### config.mk
export PLATFORM = sky130hd
export DESIGN_NAME = vsync_period_meter
export DESIGN_NICKNAME = d
export VERILOG_FILES = /design/src/rtl/vsp_pkg.sv /design/src/rtl/vsp_edge_sync.sv /design/src/rtl/vsp_period_cnt.sv /design/src/rtl/vsp_capture.sv /design/src/rtl/vsync_period_meter.sv
export SDC_FILE = /design/constraint.sdc
export NUM_CORES = 1
export LEC_CHECK = 0
export BUFFER_PORTS_ARGS = -buffer_cell sky130_fd_sc_hd__buf_2
export CAP_MARGIN = 20
export CELL_PAD_IN_SITES_DETAIL_PLACEMENT = 2
export CELL_PAD_IN_SITES_GLOBAL_PLACEMENT = 2
export CORE_MARGIN = 5
export CORE_UTILIZATION = 41
export DETAILED_ROUTE_END_ITERATION = 8
export HOLD_SLACK_MARGIN = 0.05
export PLACE_DENSITY_LB_ADDON = 0.1
export SLEW_MARGIN = 30
export SYNTH_ARGS = -nofsm -noshare
export SYNTH_HDL_FRONTEND = slang
export SYNTH_HIERARCHICAL = 1
export SYNTH_SLANG_ARGS = --single-unit
export TNS_END_PERCENT = 50
### constraint.sdc
create_clock -name clk_i -period 3.15 [get_ports clk_i]
set_clock_uncertainty 0.05 [all_clocks]
set_input_delay 0.4725 -clock clk_i [delete_from_list [all_inputs] [get_ports clk_i]]
set_output_delay 0.4725 -clock clk_i [all_outputs]
set_load 0.05 [all_outputs]
### src/rtl/vsp_pkg.sv
package vsp_pkg;

  // Saturating increment: stays at lim once reached.
  function automatic int unsigned sat_step(input int unsigned v, input int unsigned lim);
    return (v >= lim) ? lim : v + 1;
  endfunction

  // True when one more step would land exactly on the limit.
  function automatic logic hits_limit(input int unsigned v, input int unsigned lim);
    return (v + 1) == lim;
  endfunction

endpackage

### src/rtl/vsp_edge_sync.sv
module vsp_edge_sync #(
  parameter int STAGES = 2
) (
  input  logic clk_i,
  input  logic rst_ni,
  input  logic async_i,
  output logic rise_o
);
  logic [STAGES-1:0] sync_q;
  logic              prev_q;

  always_ff @(posedge clk_i or negedge rst_ni) begin
    if (!rst_ni) begin
      sync_q <= '0;
      prev_q <= 1'b0;
    end else begin
      sync_q <= {sync_q[STAGES-2:0], async_i};
      prev_q <= sync_q[STAGES-1];
    end
  end

  assign rise_o = sync_q[STAGES-1] & ~prev_q;


  edge_single_chk: assert property (@(posedge clk_i) disable iff (!rst_ni)
    rise_o |=> !rise_o);

endmodule

### src/rtl/vsp_period_cnt.sv
module vsp_period_cnt
  import vsp_pkg::*;
#(
  parameter int W = 13
) (
  input  logic         clk_i,
  input  logic         rst_ni,
  input  logic         tick_i,
  input  logic         edge_i,
  output logic [W-1:0] count_o,
  output logic         armed_o,
  output logic         sat_evt_o
);
  localparam logic [W-1:0] CNT_MAX = '1;
  localparam int unsigned  LIM     = (1 << W) - 1;

  logic [W-1:0] cnt_q;
  logic         armed_q;
  logic         step_w;

  assign step_w    = armed_q & tick_i & ~edge_i;
  assign sat_evt_o = step_w & hits_limit(int'(cnt_q), LIM);

  always_ff @(posedge clk_i or negedge rst_ni) begin
    if (!rst_ni) begin
      cnt_q   <= '0;
      armed_q <= 1'b0;
    end else begin
      if (edge_i) begin
        cnt_q   <= '0;
        armed_q <= 1'b1;
      end else if (step_w) begin
        cnt_q <= W'(sat_step(int'(cnt_q), LIM));
      end
    end
  end

  assign count_o = cnt_q;
  assign armed_o = armed_q;


  restart_chk: assert property (@(posedge clk_i) disable iff (!rst_ni)
    edge_i |=> (cnt_q == '0));


  saturate_chk: assert property (@(posedge clk_i) disable iff (!rst_ni)
    (cnt_q == CNT_MAX && tick_i && !edge_i) |=> (cnt_q == CNT_MAX));

endmodule

### src/rtl/vsp_capture.sv
module vsp_capture #(
  parameter int W = 13
) (
  input  logic         clk_i,
  input  logic         rst_ni,
  input  logic         edge_i,
  input  logic         armed_i,
  input  logic [W-1:0] count_i,
  input  logic         sat_evt_i,
  input  logic         rd_i,
  output logic [W-1:0] period_o,
  output logic         valid_o,
  output logic         ovf_o
);
  logic [W-1:0] period_q;
  logic         valid_q;
  logic         ovf_q;
  logic         take_w;

  assign take_w = edge_i & armed_i;

  always_ff @(posedge clk_i or negedge rst_ni) begin
    if (!rst_ni) begin
      period_q <= '0;
      valid_q  <= 1'b0;
      ovf_q    <= 1'b0;
    end else begin
      if (take_w) begin
        period_q <= count_i;
        valid_q  <= 1'b1;
      end
      if (sat_evt_i)  ovf_q <= 1'b1;
      else if (rd_i)  ovf_q <= 1'b0;
    end
  end

  assign period_o = period_q;
  assign valid_o  = valid_q;
  assign ovf_o    = ovf_q;


  hold_chk: assert property (@(posedge clk_i) disable iff (!rst_ni)
    !edge_i |=> $stable(period_q));


  valid_rise_chk: assert property (@(posedge clk_i) disable iff (!rst_ni)
    $rose(valid_q) |-> $past(edge_i));


  ovf_set_chk: assert property (@(posedge clk_i) disable iff (!rst_ni)
    sat_evt_i |=> ovf_q);


  ovf_clear_chk: assert property (@(posedge clk_i) disable iff (!rst_ni)
    (rd_i && !sat_evt_i) |=> !ovf_q);

endmodule

### src/rtl/vsync_period_meter.sv
module vsync_period_meter #(
  parameter int W          = 13,
  parameter int SYNC_DEPTH = 2
) (
  input  logic         clk_i,
  input  logic         rst_ni,
  input  logic         tick_i,
  input  logic         vsync_i,
  input  logic         rd_i,
  output logic [W-1:0] period_o,
  output logic         valid_o,
  output logic         ovf_o
);
  logic         vs_rise_w;
  logic [W-1:0] run_cnt_w;
  logic         armed_w;
  logic         sat_evt_w;

  vsp_edge_sync #(.STAGES(SYNC_DEPTH)) u_sync (
    .clk_i   (clk_i),
    .rst_ni  (rst_ni),
    .async_i (vsync_i),
    .rise_o  (vs_rise_w)
  );

  vsp_period_cnt #(.W(W)) u_cnt (
    .clk_i     (clk_i),
    .rst_ni    (rst_ni),
    .tick_i    (tick_i),
    .edge_i    (vs_rise_w),
    .count_o   (run_cnt_w),
    .armed_o   (armed_w),
    .sat_evt_o (sat_evt_w)
  );

  vsp_capture #(.W(W)) u_cap (
    .clk_i     (clk_i),
    .rst_ni    (rst_ni),
    .edge_i    (vs_rise_w),
    .armed_i   (armed_w),
    .count_i   (run_cnt_w),
    .sat_evt_i (sat_evt_w),
    .rd_i      (rd_i),
    .period_o  (period_o),
    .valid_o   (valid_o),
    .ovf_o     (ovf_o)
  );


  rearm_chk: assert property (@(posedge clk_i) disable iff (!rst_ni)
    (vs_rise_w && armed_w) |=> (run_cnt_w == '0 && valid_o));

endmodule

==> impl_metrics.csv <==
group,metric,value,unit
final_layout,fin_cells,203,
status,status,"finished, final reports clean",
global_routing,antenna_found_initial,0,
final_layout,design_area,1810,µm²
setup_path,cp_max_fo,6,
pwr,pwr_density_cell,534.9,nW/µm²
sta,hold_violations,0,
setup_path,max_stage_delay,0.46,ns
route,drc,0,
floorplanning,rows,22,
yosys,syn_inst,135,
cts,cts_buffer_depth,2,
yosys,async_reset_ff_frac,1.000,
setup_path,start_kind,"register",
sta,final_max_slew_viol_count,0,
sta,fmax,501.1,MHz
final_layout,num_antenna_cells,0,
yosys,synthTopCellsByArea,"dfrtp_1 (50%), mux2_4 (8.4%), xnor2_1 (4.9%)",
placed_design,placed_cell_area,1720,µm²
global_routing,track_usage,0.1667,
setup_path,cp_data_required_time,3.32,ns
floorplanning,initial_core_util,0.4313,
route,drt_wl_total,3.854,mm
yosys,synth_area_leader_cell,"dfrtp_1",
route,ant_nets,0,
sta,post-route-period-util,0.6335,
cts,cts_root_buf,"clkbuf_8",
hold_path,hold_path_class,"in -> async",
placed_design,gp_congestion,0.8697,
placed_design,post-dp-hpwl,2.708,mm
floorplanning,ios,20,
yosys,synth_seq_cells,32,
setup_path,regToRegSetupSlack,1.15,ns
sta,max_slew_margin,0.5241,
yosys,syn_area_per_cell,11.87,µm²
final_layout,syn2layout_area_growth,12.96,%
yosys,synthesis.area,1603,µm²
cts,cts_setup_buffers,0,
route,via_per_inst,5.557,
yosys,synth_ff_type,"dfrtp_1",
yosys,yosys_warnings,6,
final_layout,utilization,0.4872,
placed_design,port_buffers,19,
floorplanning,die_area,5260,µm²
setup_path,worstPathArrival,2.17,ns
yosys,ys_types,41,
setup_path,worstSetupStartpoint,"u_cnt/count_o[1]",
placed_design,dp_cells,195,
cts,insertion_delay,0.28,ns
sta,final-setup-viol-count,0,
floorplanning,die_h,72.53,µm
yosys,yosysSeqAreaShare,0.4996,
setup_path,r2r_start,"u_cnt/count_o[1]",
global_routing,grt_max_degree,33,
yosys,synth-edff-count,0,
cts,cts_sinks,32,
global_routing,grt_overflow_total,0,
final_layout,nNetsFinal,161,
setup_path,cp_slowest_cell,"dfrtp_1",
setup_path,cp_cell_sequence,"ha_1 -> nand3_1 -> o41ai_2 -> nand4_1 -> a221oi_2 -> a21o_1",
cts,htree_levels,2,
setup_path,critical_path_class,"reg -> reg",
global_routing,grt_pass1_wl,6.548,mm
sta,tightest_slew,0.7138,ns
cts,clkTransAtPathRegs,0.06,ns
sta,fin_crit,1.996,ns
yosys,synthesis.nets,142,
global_routing,grt_pass1_vias,1270,
yosys,yosysTopAreaCellShare,0.4996,
floorplanning,fp.dieW,72.53,µm
setup_path,cp-end-kind,"register",
cts,cts_buffers,5,
cts,cts-resized-gates,0,
route,post_drt_wl_per_cell,18.99,µm
flow_run,maxCapViolations,0,
floorplanning,core_area,3716,µm²
cts,cts_tree,"yes",
sta,setup_tns,0,ns
pwr,ir_worst_vdd,0.0002328,V
route,drt_iter0_markers,46,
sta,grt_setup_unrepaired,"no",
route,num_vias,1128,
final_layout,drive_gt1_frac,0.3290,
route,firstDrtPassIters,4,
cts,holdBufCountCts,0,
pwr,leakagePower,0.8308,nW
placed cells by master (no fill, tap or decap), types with 5 or more instances in the layout:
cell type,instances
mux2_4,9
clkbuf_8,6
dfrtp_1,32
nand2_1,8
xnor2_1,9
nor3_1,5
o21ai_0,9
buf_2,19
cells by family after synthesis:
logic type | after synthesis | synth area share
buffers and inverters | 10 | 0.03044
multiplexers | 13 | 0.1124
flip-flops | 32 | 0.4996
AND/OR/NAND/NOR | 43 | 0.1756
adder cells (fa/ha/maj) | 2 | 0.01561
XOR/XNOR | 13 | 0.07104
AO/OA/AOI/OAI | 22 | 0.09523
sequential cells by signal, summed over array words and instances, names as in the netlist:
register,cells
u_cnt/armed_o,1
u_sync/prev_q,1
u_cap/period_o,13
u_sync/sync_q,2
u_cnt/count_o,13
u_cap/valid_o,1
u_cap/ovf_o,1
report_power, final:
part,total (mW),switching (mW),internal [mW],leakage [nW]
sequential,0.481,0.0395,0.441,0.424
combinational,0.169,0.112,0.0569,0.362
clock,0.319,0.141,0.178,0.0455
routing by layer:
layer  vias up  global-route usage  part of all wire
li1        521                   -                 -
met1       579              0.1951              0.41
met2        21              0.2886              0.53
met3         7             0.03740             0.041
met4         0             0.07582             0.018
met5         -                   0                 0
critical path, delay by kind of cell, from the launching register on:
| family | cells | cell delay, ns |
|---|---|---|
| AND/OR/NAND/NOR | 2 | 0.37 |
| AO/OA/AOI/OAI | 3 | 0.75 |
| flip-flops | 1 | 0.46 |
| adder cells (fa/ha/maj) | 1 | 0.32 |
final cells by class:
type                       instances  area (µm²)
multi-input combinational         93       753.2
timing repair buffer              19       95.09
inverter                           3       11.26
fill                             392        1906
sequential                        32       800.8
clock buffer                       8       90.09
tap                               48       60.06
synth_stat cells, types with 2 or more instances:
master	n
dfrtp_1	32
mux2_4	9
o21ai_0	9
xnor2_1	9
nand2_1	8
nor3_1	5
mux2_2	4
nand4_1	4
nor4_1	4
xor2_1	4
clkbuf_1	3
inv_1	3
nand2b_1	3
nand3_1	3
o21ai_1	3
and2_1	2
buf_2	2
ha_1	2
nand3_2	2
nor2_1	2
o211ai_1	2
worst paths after layout:
| check | depth (start not counted) | endpoint |
|---|---|---|
| hold / removal | 1 | u_cap/period_o[5] |
| setup reg to reg | 6 | u_cap/ovf_o |
| hold reg to reg | 0 | u_sync/sync_q[1] |
| setup / recovery | 6 | u_cap/ovf_o |
| min in group clk_i | 1 | u_sync/sync_q[0] |
| max in group asynchronous | 1 | u_cap/period_o[0] |
per-stage QoR:
stage,hold slack (ns),power (mW),setup WS (ns)
detailed placement,0.2872,0.6564,1.174
global route,0.2286,1.021,0.9586
finish,0.1920,0.9684,1.154
CTS,0.2178,0.9842,1.152
floorplan,0.1269,0.6092,1.415
global placement,0.2814,0.6479,1.306
(Power assumes the default switching activity.)
